===== config.mk =====
export PLATFORM = sky130hd
export DESIGN_NAME = dual_dac_writer
export DESIGN_NICKNAME = d
export VERILOG_FILES = /design/src/rtl/dac_wr_pkg.sv /design/src/rtl/dac_sclk_tick.sv /design/src/rtl/dac_frame_seq.sv /design/src/rtl/dac_rate_gate.sv /design/src/rtl/dac_shift_chan.sv /design/src/rtl/dual_dac_writer.sv
export SDC_FILE = /design/constraint.sdc
export NUM_CORES = 1
export LEC_CHECK = 0
export BUFFER_PORTS_ARGS = -buffer_cell sky130_fd_sc_hd__buf_2
export CAP_MARGIN = 15
export CORE_UTILIZATION = 55
export CTS_CLUSTER_DIAMETER = 60
export CTS_CLUSTER_SIZE = 12
export DETAILED_ROUTE_END_ITERATION = 7
export GPL_ROUTABILITY_DRIVEN = 0
export GPL_TIMING_DRIVEN = 0
export PLACE_DENSITY = 0.85
export SLEW_MARGIN = 20
export SYNTH_ARGS = -nofsm -noshare
export SYNTH_HDL_FRONTEND = slang
export SYNTH_SLANG_ARGS = --single-unit

===== constraint.sdc =====
create_clock -name clk_i -period 3.8 [get_ports clk_i]
set_input_delay 0.38 -clock clk_i [delete_from_list [all_inputs] [get_ports clk_i]]
set_output_delay 0.38 -clock clk_i [all_outputs]
set_load 0.02 [all_outputs]

===== src/rtl/dac_wr_pkg.sv =====
package dac_wr_pkg;
  localparam int SAMPLE_BITS = 12;
  localparam int HDR_BITS    = 4;
  localparam int FRAME_BITS  = SAMPLE_BITS + HDR_BITS;
  localparam int BIT_CW      = $clog2(FRAME_BITS);

  localparam logic [1:0] FILL_BITS   = 2'b00;
  localparam logic [1:0] MODE_NORMAL = 2'b00;
  localparam logic [HDR_BITS-1:0] FRAME_HDR = {FILL_BITS, MODE_NORMAL};

  typedef enum logic [1:0] {
    ST_IDLE  = 2'd0,
    ST_SHIFT = 2'd1,
    ST_GAP   = 2'd2
  } seq_state_e;
endpackage


===== src/rtl/dac_sclk_tick.sv =====
module dac_sclk_tick #(
  parameter int HALF_DIV = 1
) (
  input  logic clk_i,
  input  logic rst_ni,
  input  logic run_i,
  output logic tick_o
);
  localparam int CW = (HALF_DIV > 1) ? $clog2(HALF_DIV) : 1;
  localparam logic [CW-1:0] LAST = CW'(HALF_DIV - 1);

  logic [CW-1:0] cnt_q;

  always_ff @(posedge clk_i or negedge rst_ni) begin
    if (!rst_ni)           cnt_q <= '0;
    else if (!run_i)       cnt_q <= '0;
    else if (cnt_q == LAST) cnt_q <= '0;
    else                   cnt_q <= cnt_q + 1'b1;
  end

  assign tick_o = run_i && (cnt_q == LAST);
endmodule


===== src/rtl/dac_frame_seq.sv =====
module dac_frame_seq
  import dac_wr_pkg::*;
(
  input  logic clk_i,
  input  logic rst_ni,
  input  logic go_i,
  input  logic tick_i,
  output logic sync_no,
  output logic sclk_o,
  output logic shift_o,
  output logic busy_o
);
  localparam logic [BIT_CW-1:0] LAST_BIT = BIT_CW'(FRAME_BITS - 1);

  seq_state_e        state_q;
  logic [BIT_CW-1:0] bit_q;
  logic              gap_half_q;
  logic              sync_q, sclk_q;

  always_ff @(posedge clk_i or negedge rst_ni) begin
    if (!rst_ni) begin
      state_q    <= ST_IDLE;
      bit_q      <= '0;
      gap_half_q <= 1'b0;
      sync_q     <= 1'b1;
      sclk_q     <= 1'b1;
    end else begin
      case (state_q)
        ST_IDLE: begin
          sclk_q <= 1'b1;
          if (go_i) begin
            state_q <= ST_SHIFT;
            sync_q  <= 1'b0;
            bit_q   <= '0;
          end
        end
        ST_SHIFT: begin
          if (tick_i) begin
            if (sclk_q) begin
              sclk_q <= 1'b0;
            end else begin
              sclk_q <= 1'b1;
              if (bit_q == LAST_BIT) begin
                state_q    <= ST_GAP;
                sync_q     <= 1'b1;
                gap_half_q <= 1'b0;
              end else begin
                bit_q <= bit_q + 1'b1;
              end
            end
          end
        end
        ST_GAP: begin
          // one full serial clock period with sync released
          if (tick_i) begin
            if (!gap_half_q) gap_half_q <= 1'b1;
            else             state_q    <= ST_IDLE;
          end
        end
        default: state_q <= ST_IDLE;
      endcase
    end
  end

  assign shift_o = (state_q == ST_SHIFT) && tick_i && !sclk_q;
  assign busy_o  = (state_q != ST_IDLE);
  assign sync_no = sync_q;
  assign sclk_o  = sclk_q;
endmodule


===== src/rtl/dac_rate_gate.sv =====
module dac_rate_gate #(
  parameter int PERIOD = 200
) (
  input  logic clk_i,
  input  logic rst_ni,
  input  logic load_i,
  output logic open_o
);
  localparam int CW = (PERIOD > 1) ? $clog2(PERIOD) : 1;
  localparam logic [CW-1:0] RELOAD = CW'(PERIOD - 1);

  logic [CW-1:0] cnt_q;

  always_ff @(posedge clk_i or negedge rst_ni) begin
    if (!rst_ni)         cnt_q <= '0;
    else if (load_i)     cnt_q <= RELOAD;
    else if (cnt_q != 0) cnt_q <= cnt_q - 1'b1;
  end

  assign open_o = (cnt_q == '0);
endmodule


===== src/rtl/dac_shift_chan.sv =====
module dac_shift_chan
  import dac_wr_pkg::*;
(
  input  logic                   clk_i,
  input  logic                   rst_ni,
  input  logic                   load_i,
  input  logic                   shift_i,
  input  logic [SAMPLE_BITS-1:0] data_i,
  output logic                   sdo_o
);
  logic [FRAME_BITS-1:0] sreg_q;

  always_ff @(posedge clk_i or negedge rst_ni) begin
    if (!rst_ni)      sreg_q <= '0;
    else if (load_i)  sreg_q <= {FRAME_HDR, data_i};
    else if (shift_i) sreg_q <= {sreg_q[FRAME_BITS-2:0], 1'b0};
  end

  assign sdo_o = sreg_q[FRAME_BITS-1];
endmodule


===== src/rtl/dual_dac_writer.sv =====
module dual_dac_writer
  import dac_wr_pkg::*;
#(
  parameter int SYS_CLK_HZ  = 25_000_000,
  parameter int SCLK_MAX_HZ = 30_000_000,
  parameter int HALF_DIV    = 1,
  parameter int SETTLE_NS   = 8000
) (
  input  logic                   clk_i,
  input  logic                   rst_ni,
  input  logic                   start_i,
  input  logic [SAMPLE_BITS-1:0] sample_a_i,
  input  logic [SAMPLE_BITS-1:0] sample_b_i,
  output logic                   ready_o,
  output logic                   sync_no,
  output logic                   sclk_o,
  output logic                   sdo_a_o,
  output logic                   sdo_b_o
);
  localparam longint SETTLE_PROD    = longint'(SYS_CLK_HZ) * longint'(SETTLE_NS);
  localparam int     MIN_PERIOD_CYC = int'((SETTLE_PROD + 64'd999_999_999) / 64'd1_000_000_000);
  localparam int     NUM_CH         = 2;

  if (HALF_DIV < 1 ||
      longint'(SYS_CLK_HZ) > 2 * longint'(HALF_DIV) * longint'(SCLK_MAX_HZ)) begin : g_bad_div
    $error("HALF_DIV gives a serial clock above SCLK_MAX_HZ or is below 1");
  end

  if (MIN_PERIOD_CYC < 1) begin : g_bad_settle
    $error("settling period must be at least one cycle");
  end

  logic tick, shift, busy, gate_open, accept;
  logic [SAMPLE_BITS-1:0] samples [NUM_CH];
  logic [NUM_CH-1:0]      sdo;

  assign ready_o = !busy && gate_open;
  assign accept  = start_i && ready_o;

  dac_sclk_tick #(.HALF_DIV(HALF_DIV)) u_tick (
    .clk_i  (clk_i),
    .rst_ni (rst_ni),
    .run_i  (busy),
    .tick_o (tick)
  );

  dac_frame_seq u_seq (
    .clk_i   (clk_i),
    .rst_ni  (rst_ni),
    .go_i    (accept),
    .tick_i  (tick),
    .sync_no (sync_no),
    .sclk_o  (sclk_o),
    .shift_o (shift),
    .busy_o  (busy)
  );

  dac_rate_gate #(.PERIOD(MIN_PERIOD_CYC)) u_gate (
    .clk_i  (clk_i),
    .rst_ni (rst_ni),
    .load_i (accept),
    .open_o (gate_open)
  );

  assign samples[0] = sample_a_i;
  assign samples[1] = sample_b_i;

  for (genvar c = 0; c < NUM_CH; c++) begin : g_chan
    dac_shift_chan u_shift (
      .clk_i   (clk_i),
      .rst_ni  (rst_ni),
      .load_i  (accept),
      .shift_i (shift),
      .data_i  (samples[c]),
      .sdo_o   (sdo[c])
    );
  end

  assign sdo_a_o = sdo[0];
  assign sdo_b_o = sdo[1];
endmodule


# Word level (Yosys, flattened, before mapping)
# Index checks and enable logic that the tools add are counted.
# W data, S select, Z words.
[classes]
add_sub_neg = 3
n_eq_ne = 10
mux = 33
bitwise = 1
n_reduce_logical = 20
[op_table]
columns = ["operator", "n"]
rows = [
  ["$mux W16", 4],
  ["$mux W4", 4],
  ["$mux W8", 2],
  ["$reduce_and A5 Y1", 3],
  ["$mux W1", 12],
  ["$mux W2", 6],
  ["$reduce_bool A2 Y1", 5],
  ["$logic_not A8 Y1", 1],
  ["$ne A2 B1 Y1 const B", 4],
  ["$pmux W4 S2", 1],
  ["$reduce_bool A8 Y1", 1],
  ["$sub A8 B1 Y8 const B", 1],
  ["$ne A2 B2 Y1 const B", 3],
  ["$pmux W1 S2", 3],
  ["$pmux W2 S3", 1],
  ["$reduce_and A6 Y1", 1],
  ["$logic_and A1 B1 Y1", 5],
  ["$add A4 B1 Y4 const B", 1],
  ["$eq A4 B4 Y1 const B", 1],
  ["$eq A2 B1 Y1 const B", 1],
  ["$eq A2 B2 Y1 const B", 1],
  ["$logic_not A1 Y1", 2],
  ["$logic_not A2 Y1", 1],
  ["$reduce_and A2 Y1", 1],
  ["2 further kinds", 2],
]
[totals]
regBits = 50
in_bits = 27
out_inout_bits = 5

# Longest topological paths before layout
[logic_depth]
ltp_word = 6
mapped_depth = 8

# Modules after synthesis
# A second synthesis with hierarchy kept.
[unflattened]
cells_unflattened = 226
area_unflattened_um2 = 2403.6
[by_module_without_submodules]
columns = ["module", "n_inst", "cells_per_inst", "area_per_inst_um2", "seq_area_each_um2"]
rows = [
  ["dac_shift_chan", 2, 65, 723.2, 400.4],
  ["dac_frame_seq", 1, 49, 491.7, 227.7],
  ["dac_rate_gate", 1, 44, 442.9, 200.2],
  ["dual_dac_writer", 1, 2, 15.0, 0.0],
  ["dac_sclk_tick", 1, 1, 7.5, 0.0],
]

# Least setup slack after synthesis
# Ideal clock, no wire load.
[synth_path]
path_kind = "register to output"
from = "reg u_gate.cnt_q[0]"
to = "out ready_o"
arrival_time_ns = 1.494
required_ns = 3.420
path_slack_ns = 1.926
stages_incl_launch_ff = 6
cell_sequence = "dfrtp_1 inv_1 ha_1 nor3b_2 nand2_1 nor2_1"
[synth_via]
elab_chain_len = 2
[synth_rtl]
columns = ["item", "line_no", "rtl"]
rows = [
  ["start, declared", "dac_rate_gate.sv:12", "logic [CW-1:0] cnt_q;"],
  ["start signal, assigned", "dac_rate_gate.sv:17", "else if (cnt_q != 0) cnt_q <= cnt_q - 1'b1;"],
  ["$logic_not A8 Y1", "dac_rate_gate.sv:20", "assign open_o = (cnt_q == '0);"],
  ["$logic_and A1 B1 Y1", "dual_dac_writer.sv:37", "assign ready_o = !busy && gate_open;"],
  ["end, declared", "dual_dac_writer.sv:14", "output logic ready_o,"],
]
# No other way between the ends.

# Worst setup path in the final report
# Ends and elaborated chain as after synthesis.

==> flow_metrics.py <==
metrics = {
    "run_status": {
        "status": "finished, final reports clean",
    },
    "floorplan": {
        "ioPinCount": 32,
        "die_h_microns": 68.0,
        "dieArea_sq_um": 4620,
        "num_rows": 23,
        "core_area_sq_um": 4090,
        "start_util_pct": 58.6,
        "die_w_microns": 68.0,
    },
    "yosys": {
        "syn_inst": 239,
        "synth_nets": 274,
        "synth_cell_type_count": 39,
        "ys_ff_latch": 49,
        "postSynthAreaPerCell_sq_um": 10.0,
        "yosysWarnings": 0,
        "seq_area_frac_synth_pct": 51.3,
        "synth_area_sq_um": 2390,
    },
    "finish": {
        "drive_gt1_share_pct": 18.7,
        "nFillCells": 343,
        "post-route-util_pct": 66.9,
        "fin_nets": 312,
        "area_growth_pct": 14.2,
        "fin_area_sq_um": 2730,
        "antenna_cells": 0,
        "final_cells": 328,
    },
    "drt": {
        "vias": 1851,
        "wirelength_microns": 4710,
        "wl_per_cell_microns": 14.4,
        "drcViolationCount": 0,
        "drt_iter0_markers": 122,
        "route.detailed.vias_per_inst": 5.64,
        "final_antenna_net_count": 0,
        "drt_pass1_iterations": 4,
    },
    "worst_setup_path": {
        "critPathKind": "flip-flop to primary output",
        "end_kind": "primary output",
        "slowest_delay_ns": 0.50,
        "start_kind": "flip-flop",
        "cp_top_family": "simple AND/OR/NAND/NOR gates",
        "path_cells": "inv_1 > ha_1 > nor3b_2 > nand2_1 > nor2_1 > buf_2",
        "crit_path_start": "u_gate.cnt_q[0]",
        "worst_ep_required_time_ns": 3.42,
        "cp_max_fo": 10,
        "cp.arrival_ns": 1.98,
        "cpMaxStageDelayCell": "nor3b_2",
        "r2r-start": "u_gate.cnt_q[0]",
        "path_buf_inv": 2,
    },
    "cts": {
        "numCtsBuffers": 5,
        "cts_sinks": 49,
        "hold_buffers": 0,
        "clock_path_buffers": 2,
        "clock-root-buffer": "clkbuf_8",
        "post_cts_resized": 0,
        "cts_max_level": 2,
        "cts_tree": "built",
        "clk_latency_ns": 0.30,
        "cts_setup_buffers": 0,
        "clk_pin_slew_ns": 0.09,
    },
    "run": {
        "drv_cap": 0,
    },
    "timing": {
        "setup_viol": 0,
        "max_slew_margin_pct": 51.3,
        "hold_ws_ns": 0.0812,
        "setup_slack_ns": 1.44,
        "drv_slew": 0,
        "finalHoldViolCount": 0,
        "period_minus_slack_ns": 2.36,
        "rsz0062_at_grt": "false",
        "setup_tns_ns": 0,
        "clock_skew_ns": 0.00778,
        "finalCritPeriodShare_pct": 62.2,
        "clock.fmax_mhz": 423,
        "tightest_slew_ns": 0.731,
    },
    "power": {
        "p_leak_nw": 1.11,
        "total_power_uw": 930,
        "power_density_nw_per_um2": 340,
        "ir_worst_vdd_mv": 0.236,
    },
    "global_routing": {
        "grt_start_max_net_pins": 50,
        "gr-total-overflow": 0,
        "first_global_vias": 1766,
        "grt_antenna_before_repair": 0,
        "grt_use_total_pct": 23.1,
        "grt_pass1_wl_microns": 7710,
    },
    "placed_design": {
        "hpwl_microns": 3440,
        "dpl.cell_count": 320,
        "numPortBuffers": 31,
        "place_ws_ns": 1.63,
        "postPlaceCellArea_sq_um": 2610,
    },
    "hold_path": {
        "hold_path_class": "input port to asynchronous set/reset pin",
    },
}
==> worst register-to-register path, stage by stage, from the launching register on <==
cell and delay, ns:
dfrtp_1 0.40, inv_1 0.07, ha_1 0.20, nor3b_2 0.50, and4_1 0.30, buf_2 0.22, buf_2 0.24, nand2_1 0.09
o21ai_0 0.09
==> report_power, final <==
part | switching [mW] | total, mW | internal (mW)
clock | 0.172 | 0.386 | 0.214
sequential | 0 | 0.521 | 0.521
combinational | 0.0137 | 0.0235 | 0.00984
total | 0.185 | 0.930 | 0.745
==> state kept, by name, summed over array words and instances, names as in the netlist <==
register,cells
u_seq.state_q,2
u_seq.bit_q,4
u_gate.cnt_q,8
u_seq.sclk_o,1
u_seq.gap_half_q,1
g_chan.u_shift.sreg_q,32
u_seq.sync_no,1
==> routing by layer <==
| layer | vias to the layer above | track usage (%) | share of wire [%] |
|---|---|---|---|
| met3 | 10 | 6.17 | 4.2 |
| li1 | 908 | - | - |
| met1 | 892 | 26.6 | 43 |
| met4 | 0 | 11.7 | 2.4 |
| met2 | 41 | 39.2 | 50 |
| met5 | - | 0 | 0 |
==> path summary, 6_finish.rpt <==
path	to	slack (ns)	depth (start not counted)
min in group clk_i	g_chan[0].u_shift.sreg_q[10]	0.28	3
hold reg to reg	g_chan[0].u_shift.sreg_q[0]	0.49	2
setup reg to reg	g_chan[0].u_shift.sreg_q[4]	1.62	8
hold / removal	g_chan[1].u_shift.sreg_q[10]	0.08	1
setup / recovery	ready_o	1.44	6
max in group asynchronous	g_chan[0].u_shift.sreg_q[12]	3.32	1
==> Yosys cell counts (all sizes together) <==
| cell | number | share of area, % |
|---|---|---|
| nand2 | 54 | 8.5 |
| dfrtp | 47 | 49 |
| mux2i | 26 | 11 |
| o21ai | 26 | 5.4 |
| a21oi | 14 | 2.9 |
| inv | 9 | 1.4 |
| ha | 8 | 4.2 |
| buf | 5 | 1.0 |
| clkbuf | 5 | 0.78 |
| nor2 | 5 | 0.78 |
| nand3 | 3 | 0.63 |
| nor3 | 3 | 0.63 |
| a22oi | 2 | 0.63 |
| a31o | 2 | 0.73 |
| a31oi | 2 | 0.52 |
| dfstp | 2 | 2.2 |
| mux2 | 2 | 0.94 |
| nand4 | 2 | 0.52 |
| nor4 | 2 | 1.2 |
| o31ai | 2 | 0.63 |
| a2111o | 1 | 0.47 |
| a21o | 1 | 0.31 |
| a22o | 1 | 0.37 |
| a311oi | 1 | 0.37 |
| a41o | 1 | 0.42 |
| a41oi | 1 | 0.37 |
| and4 | 1 | 0.37 |
| nand2b | 1 | 0.26 |
| nand3b | 1 | 0.31 |
| nand4b | 1 | 0.37 |
| nor2b | 1 | 0.26 |
| nor3b | 1 | 0.52 |
| o21a | 1 | 0.31 |
| o2bb2ai | 1 | 0.37 |
| or2 | 1 | 0.26 |
| or4 | 1 | 0.31 |
| xnor2 | 1 | 0.37 |
| xor2 | 1 | 0.37 |
==> final cells by class <==
class	instances	area [sq um]	area share [%]
repair buffers	31	158	5.77
clock inverters	2	37.5	1.37
inverters	9	33.8	1.24
well taps	50	62.6	2.29
multi-input cells	171	1090	39.8
flip-flops and latches	49	1230	44.9
clock buffers	6	82.6	3.02
plain buffers	10	43.8	1.60
==> logic make-up after synthesis <==
| group | synth area share [%] |
|---|---|
| simple gates | 14.8 |
| flops | 51.3 |
| compound gates | 13.9 |
| xor+xnor | 0.732 |
| mux | 11.8 |
| buf+inv | 3.24 |
| fa+ha+maj | 4.18 |
==> cells in the final DEF, fill, tap and decap left out, drive strengths merged, types with 2 or more instances in the layout <==
cell type	instances
mux2i	26
o21ai	26
clkbuf	11
nand2	54
nor3	3
o31ai	2
ha	8
dfstp	2
a21oi	14
buf	36
mux2	2
nand4	2
nand3	3
a22oi	2
a31o	2
nor4	2
dfrtp	47
a31oi	2
nor2	5
inv	9
(Power assumes the default switching activity.)
